## src/rtl/osw_pkg.sv

```systemverilog
package osw_pkg;

    typedef enum logic [1:0] {
        SRC_PRI  = 2'b00,
        SRC_SEC  = 2'b01,
        SRC_INT  = 2'b10,
        SRC_HELD = 2'b11
    } src_e;

    typedef enum logic [1:0] {
        ST_BOOT    = 2'd0,
        ST_RUN     = 2'd1,
        ST_STARTUP = 2'd2,
        ST_SETTLE  = 2'd3
    } sw_state_e;

    localparam int NUM_SRC = 3;

endpackage

```

## src/rtl/osw_tick_sync.sv

```systemverilog
module osw_tick_sync #(
    parameter int STAGES = 2
) (
    input  logic clk,
    input  logic rst_n,
    input  logic tick_in,
    output logic pulse
);
    logic [STAGES-1:0] sync_q;
    logic              last_q;

    always_ff @(posedge clk or negedge rst_n) begin
        if (!rst_n) begin
            sync_q <= '0;
            last_q <= 1'b0;
        end else begin
            sync_q <= {sync_q[STAGES-2:0], tick_in};
            last_q <= sync_q[STAGES-1];
        end
    end

    // one reference-cycle pulse per rising edge of the synchronised tick
    assign pulse = sync_q[STAGES-1] & ~last_q;
endmodule

```

## src/rtl/osw_cycle_counter.sv

```systemverilog
module osw_cycle_counter #(
    parameter int WIDTH = 11
) (
    input  logic             clk,
    input  logic             rst_n,
    input  logic             clr,
    input  logic             inc,
    output logic [WIDTH-1:0] count
);
    always_ff @(posedge clk or negedge rst_n) begin
        if (!rst_n)   count <= '0;
        else if (clr) count <= '0;
        else if (inc) count <= count + 1'b1;
    end
endmodule

```

## src/rtl/osw_stable_timer.sv

```systemverilog
module osw_stable_timer #(
    parameter int LIMIT = 4000
) (
    input  logic clk,
    input  logic rst_n,
    input  logic run,
    output logic done
);
    localparam int W = $clog2(LIMIT + 1);
    localparam logic [W-1:0] LIM = W'(LIMIT);

    logic [W-1:0] cnt_q;

    always_ff @(posedge clk or negedge rst_n) begin
        if (!rst_n)          cnt_q <= '0;
        else if (!run)       cnt_q <= '0;
        else if (cnt_q != LIM) cnt_q <= cnt_q + 1'b1;
    end

    assign done = run && (cnt_q == LIM);
endmodule

```

## src/rtl/osc_switch_ctrl.sv

```systemverilog
module osc_switch_ctrl
    import osw_pkg::*;
#(
    parameter int OST_CYC    = 1024,
    parameter int SETTLE_CYC = 8,
    parameter int IOFS_CYC   = 4000
) (
    input  logic       clk,
    input  logic       rst_n,
    input  logic       pri_tick,
    input  logic       sec_tick,
    input  logic       int_tick,
    input  logic [1:0] sel,
    input  logic       pri_xtal,
    input  logic       sec_en,
    input  logic       two_speed,
    output logic [1:0] active_src,
    output logic       run_en,
    output logic       sec_run,
    output logic       ost_done,
    output logic       int_stable
);
    localparam int MAX_CYC = (OST_CYC > SETTLE_CYC) ? OST_CYC : SETTLE_CYC;
    localparam int CNT_W   = $clog2(MAX_CYC + 1);
    localparam logic [CNT_W-1:0] OST_LAST    = CNT_W'(OST_CYC - 1);
    localparam logic [CNT_W-1:0] SETTLE_LAST = CNT_W'(SETTLE_CYC - 1);

    // tick synchronisers: index 0 primary, 1 secondary, 2 internal RC
    logic [NUM_SRC-1:0] tick_raw;
    logic [NUM_SRC-1:0] tick_p;
    assign tick_raw = {int_tick, sec_tick, pri_tick};

    for (genvar i = 0; i < NUM_SRC; i++) begin : g_sync
        osw_tick_sync #(.STAGES(2)) u_sync (
            .clk     (clk),
            .rst_n   (rst_n),
            .tick_in (tick_raw[i]),
            .pulse   (tick_p[i])
        );
    end

    sw_state_e       state_q, state_d;
    src_e            active_q, active_d;
    src_e            target_q, target_d;
    logic            sec_run_q, sec_run_d;
    logic            ost_done_q, ost_done_d;
    logic            cnt_clr, cnt_inc;
    logic [CNT_W-1:0] cnt;
    logic            tgt_tick;
    logic            req_ok;
    src_e            req_src;

    osw_cycle_counter #(.WIDTH(CNT_W)) u_cnt (
        .clk   (clk),
        .rst_n (rst_n),
        .clr   (cnt_clr),
        .inc   (cnt_inc),
        .count (cnt)
    );

    assign req_src = src_e'(sel);
    assign req_ok  = (req_src == SRC_PRI) || (req_src == SRC_INT) ||
                     ((req_src == SRC_SEC) && sec_en);

    always_comb begin
        unique case (target_q)
            SRC_PRI: tgt_tick = tick_p[0];
            SRC_SEC: tgt_tick = tick_p[1];
            SRC_INT: tgt_tick = tick_p[2];
            default: tgt_tick = 1'b0;
        endcase
    end

    // state register
    always_ff @(posedge clk or negedge rst_n) begin
        if (!rst_n) begin
            state_q    <= ST_BOOT;
            active_q   <= SRC_HELD;
            target_q   <= SRC_PRI;
            sec_run_q  <= 1'b0;
            ost_done_q <= 1'b0;
        end else begin
            state_q    <= state_d;
            active_q   <= active_d;
            target_q   <= target_d;
            sec_run_q  <= sec_run_d;
            ost_done_q <= ost_done_d;
        end
    end

    // next-state logic
    always_comb begin
        state_d    = state_q;
        active_d   = active_q;
        target_d   = target_q;
        sec_run_d  = sec_run_q;
        ost_done_d = ost_done_q;
        cnt_clr    = 1'b0;
        cnt_inc    = 1'b0;
        unique case (state_q)
            ST_BOOT: begin
                if (!pri_xtal) begin
                    state_d    = ST_RUN;
                    active_d   = SRC_PRI;
                    target_d   = SRC_PRI;
                    ost_done_d = 1'b1;
                    cnt_clr    = 1'b1;
                end else if (tick_p[0]) begin
                    if (cnt == OST_LAST) begin
                        state_d    = ST_RUN;
                        active_d   = SRC_PRI;
                        target_d   = SRC_PRI;
                        ost_done_d = 1'b1;
                        cnt_clr    = 1'b1;
                    end else begin
                        cnt_inc = 1'b1;
                    end
                end
            end
            ST_RUN: begin
                if (req_ok && (req_src != active_q)) begin
                    target_d = req_src;
                    cnt_clr  = 1'b1;
                    state_d  = ((req_src == SRC_PRI) && pri_xtal) ? ST_STARTUP : ST_SETTLE;
                end
            end
            ST_STARTUP, ST_SETTLE: begin
                if (req_ok && (req_src != target_q)) begin
                    cnt_clr  = 1'b1;
                    target_d = req_src;
                    if (req_src == active_q)
                        state_d = ST_RUN;
                    else
                        state_d = ((req_src == SRC_PRI) && pri_xtal) ? ST_STARTUP : ST_SETTLE;
                end else if (state_q == ST_STARTUP) begin
                    if (tick_p[0]) begin
                        if (cnt == OST_LAST) begin
                            cnt_clr = 1'b1;
                            state_d = ST_SETTLE;
                        end else begin
                            cnt_inc = 1'b1;
                        end
                    end
                end else if (tgt_tick) begin
                    if (cnt == SETTLE_LAST) begin
                        active_d   = target_q;
                        sec_run_d  = (target_q == SRC_SEC);
                        ost_done_d = (target_q == SRC_PRI);
                        cnt_clr    = 1'b1;
                        state_d    = ST_RUN;
                    end else begin
                        cnt_inc = 1'b1;
                    end
                end
            end
            default: state_d = ST_BOOT;
        endcase
    end

    // outputs
    logic [1:0] active_o;
    logic       run_o;
    always_comb begin
        if (state_q == ST_BOOT) begin
            active_o = two_speed ? SRC_INT : SRC_HELD;
            run_o    = two_speed;
        end else begin
            active_o = active_q;
            run_o    = 1'b1;
        end
    end

    assign active_src = active_o;
    assign run_en     = run_o;
    assign sec_run    = sec_run_q;
    assign ost_done   = ost_done_q;

    osw_stable_timer #(.LIMIT(IOFS_CYC)) u_iofs (
        .clk   (clk),
        .rst_n (rst_n),
        .run   (active_o == SRC_INT),
        .done  (int_stable)
    );
endmodule

```

## config.mk

```make
export PLATFORM = sky130hd
export DESIGN_NAME = osc_switch_ctrl
export DESIGN_NICKNAME = d
export VERILOG_FILES = /design/src/rtl/osw_pkg.sv /design/src/rtl/osw_tick_sync.sv /design/src/rtl/osw_cycle_counter.sv /design/src/rtl/osw_stable_timer.sv /design/src/rtl/osc_switch_ctrl.sv
export SDC_FILE = /design/constraint.sdc
export NUM_CORES = 1
export LEC_CHECK = 0
export BUFFER_PORTS_ARGS = -buffer_cell sky130_fd_sc_hd__buf_2
export CAP_MARGIN = 20
export CORE_MARGIN = 2
export CORE_UTILIZATION = 64
export DETAILED_ROUTE_END_ITERATION = 8
export PLACE_DENSITY_LB_ADDON = 0.3
export SLEW_MARGIN = 30
export SYNTH_ARGS = -nofsm -noshare
export SYNTH_HDL_FRONTEND = slang
export SYNTH_SLANG_ARGS = --single-unit
```

## constraint.sdc

```tcl
create_clock -name clk -period 4.3 [get_ports clk]
set_clock_uncertainty 0.05 [all_clocks]
set_input_delay 0 -clock clk [delete_from_list [all_inputs] [get_ports clk]]
set_output_delay 0 -clock clk [all_outputs]
set_load 0.02 [all_outputs]
```

======== After elaboration in Yosys (flattened, before gate mapping) ========
Index checks and enable logic that the tools add are counted.
storage, ports and cells
  memories ................................ 0
  bits in latches ......................... 0
  input port bits ......................... 10
  bits in registers ....................... 40
  bits in read-only memories .............. 0
  memory bits (writable) .................. 0
operators by class
  equality and inequality tests ........... 28
  multiplexer cells ....................... 57
  reduce and logical (&&, ||, !) cells .... 17
  add/sub/neg operators ................... 2
  bitwise logic cells ..................... 8
  divide/modulo/power cells ............... 0
  multipliers ............................. 0
  order comparisons ....................... 0
  shift operators ......................... 0
operators with widths
  operator                 number
  $mux W2                  21
  $mux W1                  25
  $mux W12                 2
  $mux W11                 2
  $ne A2 B2 Y1 const B     7
  $reduce_and A7 Y1        2
  $add A12 B1 Y12 const B  1
  $eq A12 B12 Y1 const B   1
  $ne A12 B12 Y1 const B   1
  $ne A4 B4 Y1 const B     3
  $pmux W2 S3              2
  $add A11 B1 Y11 const B  1
  $eq A11 B10 Y1 const B   1
  $eq A11 B3 Y1 const B    1
  $eq A2 B2 Y1 const B     5
  $eq A2 B1 Y1 const B     3
  $logic_not A2 Y1         3
  $pmux W1 S3              2
  $logic_and A1 B1 Y1      5
  $not A1 Y1               5
  $reduce_and A5 Y1        1
  $ne A2 B2 Y1             2
  $ne A4 B3 Y1 const B     1
  $pmux W1 S2              2
  9 further kinds          13

======== Longest topological paths before layout ========
  depth after elaboration ................. 9
  depth in mapped cells ................... 8
  depth with buffers taken out ............ 6

======== Modules after synthesis ========
From an unflattened synthesis, not the netlist that was laid out.
second synthesis, totals
  cells, all modules ...................... 220
  area, all modules ....................... 2267.2 um^2
modules (own cells, without submodules)
  module             area an instance (um^2)  instances  cells an instance
  osc_switch_ctrl    818.3                    1          87
  osw_stable_timer   625.6                    1          67
  osw_cycle_counter  556.8                    1          54
  osw_tick_sync      88.8                     3          4

======== Worst setup path after synthesis ========
No wires, ideal clock.
  path kind ............................... register -> register
  from .................................... register state_q[0]
  to ...................................... register u_iofs.cnt_q[10]
  path slack .............................. 2.281 ns
  setup time .............................. 0.132 ns
  buffers on the path ..................... 2
  required time ........................... 4.118 ns
  data arrival time ....................... 1.837 ns
  period minus slack after synthesis ...... 2.019 ns
  cell stages (with the launch flop) ...... 7
  cell sequence ........................... dfrtp_1 -> buf_6 -> or3_1 -> o21ai_0 -> nand2b_1 -> clkbuf_1 -> nor2_1
between the ends
  word-level cells in the longest chain between the ends .. 4
RTL lines
  what                                                       RTL line                text
  start, declared                                            osc_switch_ctrl.sv:42   sw_state_e state_q, state_d;
  start signal, assigned                                     osc_switch_ctrl.sv:83   state_q <= state_d;
  $logic_not A2 Y1 *                                         osc_switch_ctrl.sv:164  if (state_q == ST_BOOT) begin
  $mux W2 *                                                  osc_switch_ctrl.sv:164
  net active_src[0]                                          osc_switch_ctrl.sv:17   output logic [1:0] active_src,
  $eq A2 B2 Y1 *                                             osc_switch_ctrl.sv:181  .run (active_o == SRC_INT),
  $ne A2 B2 Y1 (no source line) or $mux W12 (tied branches)  --
  end signal, assigned                                       osw_stable_timer.sv:17  else if (cnt_q != LIM) cnt_q <= cnt_q + 1'b1;
  end, declared                                              osw_stable_timer.sv:12  logic [W-1:0] cnt_q;
Mark *: on every way through the listed nets, which the timed path passes. The rest lies on a longest branch.
A chain may end at the register's enable or synchronous reset.

======== Worst setup path after layout ========
  from .................................... register target_q[1]
  to ...................................... register u_cnt.count[10]
between the ends
  word-level cells in the longest chain between the ends .. 7
RTL lines
  what                                            RTL line                 text
  start, declared                                 osc_switch_ctrl.sv:44    src_e target_q, target_d;
  start signal, assigned                          osc_switch_ctrl.sv:85    target_q <= target_d;
  $eq A2 B2 Y1, or another cell as far along      osc_switch_ctrl.sv:66    unique case (target_q)
  $pmux W1 S3                                     osc_switch_ctrl.sv:66
  $mux W1                                         osc_switch_ctrl.sv:144   end else if (tgt_tick) begin
  $mux W1                                         osc_switch_ctrl.sv:135   end else if (state_q == ST_STARTUP) begin
  $mux W1                                         osc_switch_ctrl.sv:128   if (req_ok && (req_src != target_q)) begin
  $pmux W1 S3 or $pmux W1 S2 (tied branches)      osc_switch_ctrl.sv:100   unique case (state_q)
  $mux W11 or $reduce_bool A2 Y1 (tied branches)  --
  end signal, assigned                            osw_cycle_counter.sv:13  else if (inc) count <= count + 1'b1;
  end, declared                                   osw_cycle_counter.sv:8   output logic [WIDTH-1:0] count
Parallel ways exist; a longest one is shown, timed or not.

==> impl_metrics.env <==
export IMPL_post_cts_setup_buffers=0
export IMPL_synthTopCellsByArea="dfrtp_1 (42%), a22oi_2 (4.4%), nor2_1 (3.9%), nand3_1 (3.1%), buf_6 (3.0%)"
export IMPL_synth_top_area_share_pct=41.5
export IMPL_multi_input_area_um2=1150
export IMPL_start_util_pct=67.6
export IMPL_cap_viol_max_count=0
export IMPL_vias_per_cell=6.08
export IMPL_postRouteAntennaNets=0
export IMPL_leakagePower_uw=0.000959
export IMPL_drive_above_1_share_pct=20.6
export IMPL_syn_nets=235
export IMPL_seq_power_share_pct=45.1
export IMPL_start_kind="register"
export IMPL_grt_total_usage_pct=23.6
export IMPL_ctsHoldBuffers=7
export IMPL_die_h_um=63.8
export IMPL_synth_area_per_cell_um2=10.3
export IMPL_syn_cell_area_um2=2290
export IMPL_drtPass1Iterations=4
export IMPL_required_ns=4.49
export IMPL_slew_violations=0
export IMPL_post_drt_wl_per_cell_um=15.2
export IMPL_switching_power_uw=388
export IMPL_grt_pass1_vias=1757
export IMPL_regArea_um2=1000
export IMPL_fin_crit_ns=2.47
export IMPL_fmax_ghz=0.404
export IMPL_drt_iter0_drc=146
export IMPL_r2r_cells=5
export IMPL_cts_sinks=40
export IMPL_cts_resized=0
export IMPL_max_slew_margin_pct=46.7
export IMPL_cts_tree="built"
export IMPL_drc=0
export IMPL_final_common_cell="dfrtp_1"
export IMPL_layout_common_cells="dfrtp_1 (38), nor2_1 (24), nand3_1 (14), buf_2 (14), nand2_1 (13)"
export IMPL_tightest_slew_ns=0.799
export IMPL_cts_max_level=2
export IMPL_end_kind="register"
export IMPL_clk_pin_slew_ns=0.14
export IMPL_dp_cells=274
export IMPL_dpl_cell_area_um2=2330
export IMPL_share_comb_of_total_power_pct=29.5
export IMPL_dp_hpwl_mm=2.98
export IMPL_clk_path_buf_depth=2
export IMPL_hold_class="input port to asynchronous set/reset pin"
export IMPL_synthArstFlopShare_pct=100
export IMPL_worst_slack_ns=1.83
export IMPL_yosysWarnings=0
export IMPL_antenna_found_initial=0
export IMPL_vdd_ir_drop_max_v=0.000288
export IMPL_die_w_um=63.8
export IMPL_area_delta_synth_final_pct=8.85
export IMPL_stdcell_count=289
export IMPL_seq_area_frac_synth_pct=43.8
export IMPL_setup_violations=0
export IMPL_grt_pass1_wl_mm=7.64
export IMPL_ys_flop_type="dfrtp_1"
export IMPL_hold_viol_final=0
export IMPL_n_fill_cell=237
export IMPL_yosys_area_top_type="dfrtp_1"
export IMPL_netlist_instances=222
export IMPL_hold_ws_ns=0.0986
export IMPL_worstReg2RegEnd="u_cnt.count[10]"
export IMPL_setup_tns_ns=0
export IMPL_grt_max_degree=41
export IMPL_ff2ff_setup_slack_ns=1.83
export IMPL_arrival_ns=2.66
export IMPL_die_area_um2=4070
export IMPL_sw_frac_of_total_pct=37.2
export IMPL_criticalPathCategory="register to register"
export IMPL_grt_overflow_total=0
export IMPL_globalplace_congestion=0.830
export IMPL_routed_via_count=1756
export IMPL_rsz0062_at_grt="no"
export IMPL_rows=21
export IMPL_fin_area_um2=2490
export IMPL_ys_seq_elements=40
export IMPL_wirelength_mm=4.38
export IMPL_core_area_um2=3390
export IMPL_clockRootBuffer="clkbuf_4"
export IMPL_status="finished, final reports clean"
export IMPL_num_antenna_cells=0
export IMPL_boundaryPins=16
export IMPL_p_int_uw=655
export IMPL_clk_latency_ns=0.34
export IMPL_io_buffers=15
export IMPL_nNetsFinal=255
export IMPL_period_share_pct=57.5
export IMPL_yosysUniqueCellTypes=59
export IMPL_path_max_fanout=12
export IMPL_place_ws_ns=1.87
export IMPL_reg2reg_from="target_q[1]"
export IMPL_pwr_share_clk_pct=25.4
export IMPL_powerDensity_nw_per_um2=418
export IMPL_cts_buffers=5
export IMPL_synth_edff_count=0
[power by group through the flow]
stage	combinational (µW)	sequential, µW	clock [µW]
2_1_floorplan	335	429	0
3_3_place_gp	296	475	0
3_5_place_dp	301	476	0
4_1_cts	308	468	269
5_1_grt	341	479	282
6_report	308	470	265
[worst max-delay path: stages, from the launching register on]
cell	delay, ns
dfrtp_1	0.51
or3_4	0.44
a21oi_4	0.29
o21a_1	0.23
nand3_1	0.49
a32oi_1	0.36
[synth_stat cells (all sizes together), types with 3 or more instances]
| cell | n |
|---|---|
| nand2 | 13 |
| buf | 8 |
| dfrtp | 38 |
| nor2 | 24 |
| o31a | 3 |
| or3 | 4 |
| a32oi | 3 |
| xnor2 | 7 |
| o21ai | 10 |
| xor2 | 5 |
| nor2b | 4 |
| inv | 11 |
| o21a | 3 |
| nand3 | 14 |
| or4 | 7 |
| nor4bb | 3 |
| a22oi | 8 |
| o31ai | 8 |
| ha | 3 |
| nor4 | 3 |
| nor3 | 5 |
| a21oi | 5 |
[state kept, by name, indices dropped and copies added, names as in the netlist]
name and flops:
u_iofs.cnt_q 12, sec_run 1, g_sync.u_sync.sync_q 6, target_q 2
g_sync.u_sync.last_q 3, state_q 2, ost_done 1, u_cnt.count 11
active_q 2
[area by class of cell]
class / instances / area share [%]
Clock inverter: 2 / 1.56
Tap cell: 46 / 2.31
Clock buffer: 6 / 2.06
Multi-Input combinational cell: 162 / 46.2
Sequential cell: 40 / 40.3
Inverter: 11 / 1.66
Timing Repair Buffer: 22 / 5.92
[stage by stage]
stage	utilization, %	total power (µW)
after CTS	73.5	1050
after global routing	73.5	1100
after global placement	68.6	771
after floorplan	-	764
final	73.5	1040
after detailed placement	68.7	776
[kinds of logic after synthesis]
kind of cell | after synthesis | synth area share [%]
adder cells (fa/ha/maj) | 3 | 1.64
AO/OA/AOI/OAI | 53 | 20.1
AND/OR/NAND/NOR | 91 | 22.5
XOR/XNOR | 12 | 4.59
flip-flops | 40 | 43.8
multiplexers | 3 | 1.37
buffers and inverters | 20 | 6.01
[worst max-delay path by stage]
stage,endpoint,slack (ns),cells past startpoint,from
4_1_cts,u_cnt.count[10],1.84,5,target_q[1]
2_1_floorplan,u_iofs.cnt_q[10],2.28,6,state_q[0]
5_1_grt,u_cnt.count[10],1.64,5,target_q[1]
3_5_place_dp,u_cnt.count[10],1.87,5,target_q[1]
3_3_place_gp,u_cnt.count[8],1.67,5,u_cnt.count[3]
6_report,u_cnt.count[10],1.83,5,target_q[1]
[layer usage]
metal	track usage (%)	part of all wire, %	vias up
met3	3.70	3.5	2
met1	31.8	48	854
li1	-	-	860
met5	0	0	-
met4	3.26	0.23	0
met2	41.3	49	40
Note: power is estimated with default switching activity, not from simulation.
